[config.mk]
export PLATFORM = sky130hd
export DESIGN_NAME = ctd_timer_bank
export DESIGN_NICKNAME = d
export VERILOG_FILES = /design/src/rtl/ctd_pkg.sv /design/src/rtl/ctd_addr_dec.sv /design/src/rtl/ctd_ctrl_reg.sv /design/src/rtl/ctd_chan.sv /design/src/rtl/ctd_timer_bank.sv
export SDC_FILE = /design/constraint.sdc
export NUM_CORES = 1
export LEC_CHECK = 0
export BUFFER_PORTS_ARGS = -buffer_cell sky130_fd_sc_hd__buf_4
export CORE_MARGIN = 5
export CORE_UTILIZATION = 37
export DETAILED_ROUTE_END_ITERATION = 16
export GPL_ROUTABILITY_DRIVEN = 0
export PLACE_DENSITY_LB_ADDON = 0.12
export REMOVE_ABC_BUFFERS = 1
export SYNTH_ARGS = -nofsm -noshare
export SYNTH_HDL_FRONTEND = slang
export SYNTH_SLANG_ARGS = --single-unit
[constraint.sdc]
create_clock -name clk_i -period 2.9 [get_ports clk_i]
set_input_delay 0.145 -clock clk_i [delete_from_list [all_inputs] [get_ports clk_i]]
set_output_delay 0.145 -clock clk_i [all_outputs]
set_load 0.01 [all_outputs]
[src/rtl/ctd_pkg.sv]
package ctd_pkg;
  typedef enum logic [1:0] {FLD_NONE, FLD_CTRL, FLD_RLD, FLD_VAL} ctd_fld_e;
  localparam int unsigned CTD_SEL_BASE = 11;
  localparam int unsigned CTD_CH_BASE  = 16;
  localparam int unsigned CTD_CH_STEP  = 8;
endpackage

[src/rtl/ctd_addr_dec.sv]
module ctd_addr_dec import ctd_pkg::*; #(
  parameter int unsigned AW   = 8,
  parameter int unsigned N    = 4,
  localparam int unsigned IDXW = (N > 1) ? $clog2(N) : 1
) (
  input  logic [AW-1:0]   addr_i,
  output ctd_fld_e        fld_o,
  output logic [IDXW-1:0] idx_o
);
  localparam int unsigned LAST = CTD_CH_BASE + CTD_CH_STEP * N;

  always_comb begin
    fld_o = FLD_NONE;
    idx_o = IDXW'((32'(addr_i) - CTD_CH_BASE) >> 3);
    if (32'(addr_i) == 32'd0)
      fld_o = FLD_CTRL;
    else if (32'(addr_i) >= CTD_CH_BASE && 32'(addr_i) < LAST && addr_i[1:0] == 2'b00)
      fld_o = addr_i[2] ? FLD_VAL : FLD_RLD;
  end
endmodule

[src/rtl/ctd_ctrl_reg.sv]
module ctd_ctrl_reg import ctd_pkg::*; #(
  parameter int unsigned N  = 4,
  parameter int unsigned DW = 32
) (
  input  logic          clk_i,
  input  logic          rst_ni,
  input  logic          wr_i,
  input  logic [N-1:0]  en_d_i,
  input  logic [N-1:0]  auto_d_i,
  input  logic [N-1:0]  sel_d_i,
  output logic [N-1:0]  en_o,
  output logic [N-1:0]  auto_o,
  output logic [N-1:0]  sel_o,
  output logic [DW-1:0] word_o
);
  always_ff @(posedge clk_i or negedge rst_ni) begin
    if (!rst_ni) begin
      en_o   <= '0;
      auto_o <= '0;
      sel_o  <= '0;
    end else if (wr_i) begin
      en_o   <= en_d_i;
      auto_o <= auto_d_i;
      sel_o  <= sel_d_i;
    end
  end

  always_comb begin
    word_o = '0;
    for (int n = 0; n < N; n++) begin
      word_o[2*n]              = en_o[n];
      word_o[2*n+1]            = auto_o[n];
      word_o[CTD_SEL_BASE + n] = sel_o[n];
    end
  end

  // control bits change only through a control-word write
  a_r3_ctrl_only_by_write: assert property (@(posedge clk_i) disable iff (!rst_ni)
    !wr_i |=> ($stable(en_o) && $stable(auto_o) && $stable(sel_o)));
endmodule

[src/rtl/ctd_chan.sv]
module ctd_chan #(
  parameter int unsigned DW = 32
) (
  input  logic          clk_i,
  input  logic          rst_ni,
  input  logic          en_i,
  input  logic          auto_i,
  input  logic          sel_i,
  input  logic          tick25_i,
  input  logic          wr_val_i,
  input  logic          wr_rld_i,
  input  logic [DW-1:0] wdata_i,
  output logic [DW-1:0] cnt_o,
  output logic [DW-1:0] rld_o,
  output logic          expire_o
);
  logic step;
  assign step = en_i & (sel_i ? tick25_i : 1'b1);

  always_ff @(posedge clk_i or negedge rst_ni) begin
    if (!rst_ni) begin
      cnt_o    <= '0;
      rld_o    <= '0;
      expire_o <= 1'b0;
    end else begin
      expire_o <= step & ~wr_val_i & (cnt_o == DW'(1));
      if (wr_rld_i) rld_o <= wdata_i;
      if (wr_val_i) cnt_o <= wdata_i;  // bus write beats the step
      else if (step) begin
        if (cnt_o != '0)  cnt_o <= cnt_o - DW'(1);
        else if (auto_i) cnt_o <= rld_o;
      end
    end
  end

  a_r4_step_down: assert property (@(posedge clk_i) disable iff (!rst_ni)
    (step && !wr_val_i && cnt_o != '0) |=> cnt_o == $past(cnt_o) - DW'(1));
  a_r4_hold_idle: assert property (@(posedge clk_i) disable iff (!rst_ni)
    (!step && !wr_val_i) |=> $stable(cnt_o));
  a_r6_reload_at_zero: assert property (@(posedge clk_i) disable iff (!rst_ni)
    (step && !wr_val_i && auto_i && cnt_o == '0) |=> cnt_o == $past(rld_o));
  a_r7_stay_zero: assert property (@(posedge clk_i) disable iff (!rst_ni)
    (!auto_i && !wr_val_i && cnt_o == '0) |=> cnt_o == '0);
  a_r8_single_pulse: assert property (@(posedge clk_i) disable iff (!rst_ni)
    expire_o |=> !expire_o);
  a_r8_pulse_at_zero: assert property (@(posedge clk_i) disable iff (!rst_ni)
    expire_o |-> cnt_o == '0);
  a_r9_reload_no_touch: assert property (@(posedge clk_i) disable iff (!rst_ni)
    (wr_rld_i && !wr_val_i && !step) |=> $stable(cnt_o));
  a_r10_write_wins: assert property (@(posedge clk_i) disable iff (!rst_ni)
    wr_val_i |=> cnt_o == $past(wdata_i));
endmodule

[src/rtl/ctd_timer_bank.sv]
module ctd_timer_bank import ctd_pkg::*; #(
  parameter int unsigned N  = 4,
  parameter int unsigned DW = 32,
  parameter int unsigned AW = 8
) (
  input  logic          clk_i,
  input  logic          rst_ni,
  input  logic [AW-1:0] addr_i,
  input  logic          we_i,
  input  logic [DW-1:0] wdata_i,
  input  logic          re_i,
  output logic [DW-1:0] rdata_o,
  input  logic          tick25_i,
  output logic [N-1:0]  expire_o
);
  localparam int unsigned IDXW = (N > 1) ? $clog2(N) : 1;

  ctd_fld_e        fld;
  logic [IDXW-1:0] idx;
  logic [N-1:0]    en, auto_rl, sel, en_d, auto_d, sel_d;
  logic [DW-1:0]   ctrl_word, rd_mux;
  logic [DW-1:0]   cnt_arr [N];
  logic [DW-1:0]   rld_arr [N];

  ctd_addr_dec #(.AW(AW), .N(N)) i_dec (
    .addr_i(addr_i), .fld_o(fld), .idx_o(idx)
  );

  for (genvar n = 0; n < N; n++) begin : g_ctrl_bits
    assign en_d[n]   = wdata_i[2*n];
    assign auto_d[n] = wdata_i[2*n+1];
    assign sel_d[n]  = wdata_i[CTD_SEL_BASE + n];
  end

  ctd_ctrl_reg #(.N(N), .DW(DW)) i_ctrl (
    .clk_i(clk_i), .rst_ni(rst_ni), .wr_i(we_i && fld == FLD_CTRL),
    .en_d_i(en_d), .auto_d_i(auto_d), .sel_d_i(sel_d),
    .en_o(en), .auto_o(auto_rl), .sel_o(sel), .word_o(ctrl_word)
  );

  for (genvar n = 0; n < N; n++) begin : g_chan
    logic hit;
    assign hit = we_i && (idx == IDXW'(n));
    ctd_chan #(.DW(DW)) i_chan (
      .clk_i(clk_i), .rst_ni(rst_ni),
      .en_i(en[n]), .auto_i(auto_rl[n]), .sel_i(sel[n]), .tick25_i(tick25_i),
      .wr_val_i(hit && fld == FLD_VAL), .wr_rld_i(hit && fld == FLD_RLD),
      .wdata_i(wdata_i), .cnt_o(cnt_arr[n]), .rld_o(rld_arr[n]),
      .expire_o(expire_o[n])
    );
  end

  always_comb begin
    unique case (fld)
      FLD_CTRL: rd_mux = ctrl_word;
      FLD_RLD:  rd_mux = rld_arr[idx];
      FLD_VAL:  rd_mux = cnt_arr[idx];
      default:  rd_mux = '0;
    endcase
  end

  always_ff @(posedge clk_i or negedge rst_ni) begin
    if (!rst_ni)   rdata_o <= '0;
    else if (re_i) rdata_o <= rd_mux;
  end

  a_r12_read_hold: assert property (@(posedge clk_i) disable iff (!rst_ni)
    !re_i |=> $stable(rdata_o));
  a_r11_pad_reads_zero: assert property (@(posedge clk_i) disable iff (!rst_ni)
    (re_i && addr_i inside {AW'(4), AW'(8), AW'(12)}) |=> rdata_o == '0);
endmodule

==> flow_metrics.env <==
export IMPL_max_cap_violations=0
export IMPL_intPower_uw=11300
export IMPL_fp_dieArea_um2=53800
export IMPL_wl_per_cell_um=29.9
export IMPL_port_buffers=80
export IMPL_crit_slowest_cell="nor3_1"
export IMPL_synth_avg_cell_area_um2=10.3
export IMPL_placed_cell_area_um2=20500
export IMPL_grt_max_degree=78
export IMPL_hold_worst_slack_ns=0.115
export IMPL_netlist_top_cells_area="dfrtp_1 (42%), mux2_2 (8.6%), mux4_2 (7.9%)"
export IMPL_drt_pass1_iter_count=8
export IMPL_numCtsBuffers=38
export IMPL_outcome="finished, violations left"
export IMPL_fin_crit_ns=2.96
export IMPL_worstSetupEndpointType="register"
export IMPL_overflow=0
export IMPL_yosysTopAreaCell="dfrtp_1"
export IMPL_max_freq_mhz=338
export IMPL_p_sw_uw=7460
export IMPL_cts_tree="built"
export IMPL_p_leak_uw=0.00974
export IMPL_chipHeight_um=232
export IMPL_initial_core_util_pct=37.3
export IMPL_worstPathCellList="buf_4, nor3_1, nand4_1, buf_4, or4_1, a21oi_1, a221o_1"
export IMPL_synth_common_cells="dfrtp_1 (304), mux2_2 (140), nor2_1 (129)"
export IMPL_drc=0
export IMPL_clockBufferDepth=3
export IMPL_finalPower_uw=18800
export IMPL_yosysUniqueCellTypes=71
export IMPL_synth_seq_cells=304
export IMPL_fin_skew_ns=0.0128
export IMPL_clkPwrFrac_pct=27.8
export IMPL_clock_latency_ns=0.57
export IMPL_syn_to_final_growth_pct=21.7
export IMPL_post_dp_hpwl_mm=55.8
export IMPL_cp_common_cell="buf_4"
export IMPL_nets=1993
export IMPL_clk_pin_slew_ns=0.06
export IMPL_vdd_drop_max_mv=0.404
export IMPL_setup_ws_ns=-0.0574
export IMPL_relSlewSlack_pct=45.1
export IMPL_row_count=81
export IMPL_cpPeakStageDelay_ns=0.67
export IMPL_synth_edf_count=0
export IMPL_synthArstFlopShare_pct=100
export IMPL_worst_hold_path_type="input pin to async pin"
export IMPL_vias_per_cell=6.28
export IMPL_antenna_cells=0
export IMPL_report_final_setup_viol=2
export IMPL_first_iter_violations=2013
export IMPL_critPathArrivalTime_ns=3.46
export IMPL_cts_root_buffer="clkbuf_16"
export IMPL_htreeDepth=2
export IMPL_clock_sinks=304
export IMPL_ys_flop_type="dfrtp_1"
export IMPL_antenna_left=0
export IMPL_setup_tns_ns=-0.0757
export IMPL_synth_most_common_cell="dfrtp_1"
export IMPL_grt_pass1_wl_mm=116
export IMPL_ys_seq_area_share_pct=41.7
export IMPL_combPwrFrac_pct=38.7
export IMPL_path_max_fanout=5
export IMPL_synth_area_um2=18200
export IMPL_wl_mm=78.7
export IMPL_power_density_nw_per_um2=845
export IMPL_coreArea_um2=48800
export IMPL_seq_power_share_pct=33.5
export IMPL_die_width_um=232
export IMPL_slew_violations=0
export IMPL_fin_crit_sh_pct=102
export IMPL_worst_setup_path_type="register to register"
export IMPL_required_ns=3.40
export IMPL_io_pins=81
export IMPL_tightestPinTransition_ns=0.818
export IMPL_switching_share_pct=39.8
export IMPL_antenna_found_initial=0
export IMPL_hold_viol=0
export IMPL_instances_no_fill=2629
export IMPL_synth_cells=1779
export IMPL_ys_warn_count=0
export IMPL_violations="setup timing"
export IMPL_fin_area_um2=22200
export IMPL_drive_gt1_share_pct=28.1
export IMPL_grt_use_total_pct=28.9
export IMPL_cp_start_kind="register"
export IMPL_synth_top_area_share_pct=41.7
export IMPL_route_vias_total=16500
export IMPL_dp_cells=2526
export IMPL_grt_pass1_vias=16300
==> what timing repair did <==
action / 4_1_cts / 5_1_grt
endpoints found under the setup margin: 15 / 3
cloned: 0 / 0
setup buffers: 0 / 2
gates resized for setup: 2 / 2
hold endpoints to repair: 382 / 0
pin swaps: 0 / 1
hold buffers: 33 / 0
==> critical path: cells and delay by family (launching register included) <==
| family | cells | cell delay, ns |
|---|---|---|
| DFF | 1 | 0.41 |
| and+or+nand+nor | 3 | 1.70 |
| AOI/OAI and AO/OA | 2 | 0.28 |
| buffers and inverters | 2 | 0.50 |
==> cell usage in the layout (no fill, tap or decap), drive strengths merged, types with 5 or more instances in the layout <==
cell,Yosys,layout
o211ai,10,10
o22ai,42,42
nand3b,5,5
nand2,98,98
mux4,64,64
nor4,51,51
clkinv,0,6
nand4,25,25
a31oi,16,16
inv,40,41
and3,21,21
xor2,48,48
nor3,47,47
or3,16,16
xnor2,35,35
a211o,5,5
nand4b,5,5
dfrtp,304,304
nand2b,10,10
a221o,58,58
a21oi,119,119
clkbuf,90,56
a22oi,26,26
or4,24,24
mux2,140,140
buf,70,245
o31ai,6,6
o21ai,62,62
nor3b,5,5
a21boi,5,5
nand3,72,72
nor2,129,129
a211oi,32,32
dlygate4sd3,0,33
mux2i,41,41
ha,11,11
==> flip-flops by register name (all words and copies together) (netlist names) <==
signal	count
g_chan.i_chan.cnt_o	128
g_chan.i_chan.expire_o	4
g_chan.i_chan.rld_o	128
i_ctrl.auto_o	4
i_ctrl.en_o	4
i_ctrl.sel_o	4
rdata_o	32
==> per-layer routing <==
layer	wire length (µm)	vias up	global-route usage (%)	part of all wire (%)
met5	0	-	0	0
met4	3040	0	10.1	3.9
met3	6400	165	4.50	8.1
met2	35300	806	44.3	45
met1	34000	8475	41.7	43
li1	-	7062	-	-
==> path summary, 6_finish.rpt <==
path                                             from                          to  slack [ns]  cells past startpoint
min in group clk_i                               re_i                 rdata_o[13]        0.13                      2
setup reg to reg           g_chan[3].i_chan.cnt_o[21]  g_chan[3].i_chan.cnt_o[24]       -0.06                      7
hold reg to reg                           rdata_o[16]                 rdata_o[16]        0.53                      2
hold / removal                                 rst_ni  g_chan[2].i_chan.cnt_o[25]        0.12                      2
setup / recovery           g_chan[3].i_chan.cnt_o[21]  g_chan[3].i_chan.cnt_o[24]       -0.06                      7
max in group asynchronous                      rst_ni  g_chan[2].i_chan.rld_o[15]        1.75                      3
==> power groups by stage <==
stage          sequential [µW]  clock [µW]  combinational (µW)
6_report                  6290        5210                7250
5_1_grt                   6370        5430                7740
4_1_cts                   6230        5290                7060
3_5_place_dp              6290           0                6980
3_3_place_gp              6280           0                6910
2_1_floorplan             5900           0                3920
==> cell type report <==
cell class,count,area [µm²]
clock inverter,12,170
tap,664,831
inverter,40,150
multi-input combinational,1275,9900
clock buffer,56,1180
sequential,304,7610
timing repair buffer,278,2350
fill,4719,26700
==> stage by stage <==
| step | utilization [%] | worst slack, ns |
|---|---|---|
| 2_1_floorplan | - | -1.54 |
| 3_5_place_dp | 41.9 | -0.130 |
| 4_1_cts | 45.4 | 0.0375 |
| 3_3_place_gp | 41.9 | -0.161 |
| 6_report | 45.4 | -0.0574 |
| 5_1_grt | 45.4 | -0.00500 |
==> logic make-up (layout without fill, tap and decap cells) <==
group                      Yosys count  count (layout)  share of synthesized area [%]
and+or+nand+nor                    530             530                           15.3
buffers and inverters              200             386                           4.53
AOI/OAI and AO/OA                  406             406                           14.9
adders and majority gates           11              11                          0.755
DFF                                304             304                           41.7
muxes                              245             245                           18.8
xor gates and xnor gates            83              83                           3.99
No activity file was read; power rests on OpenSTA's default activity.
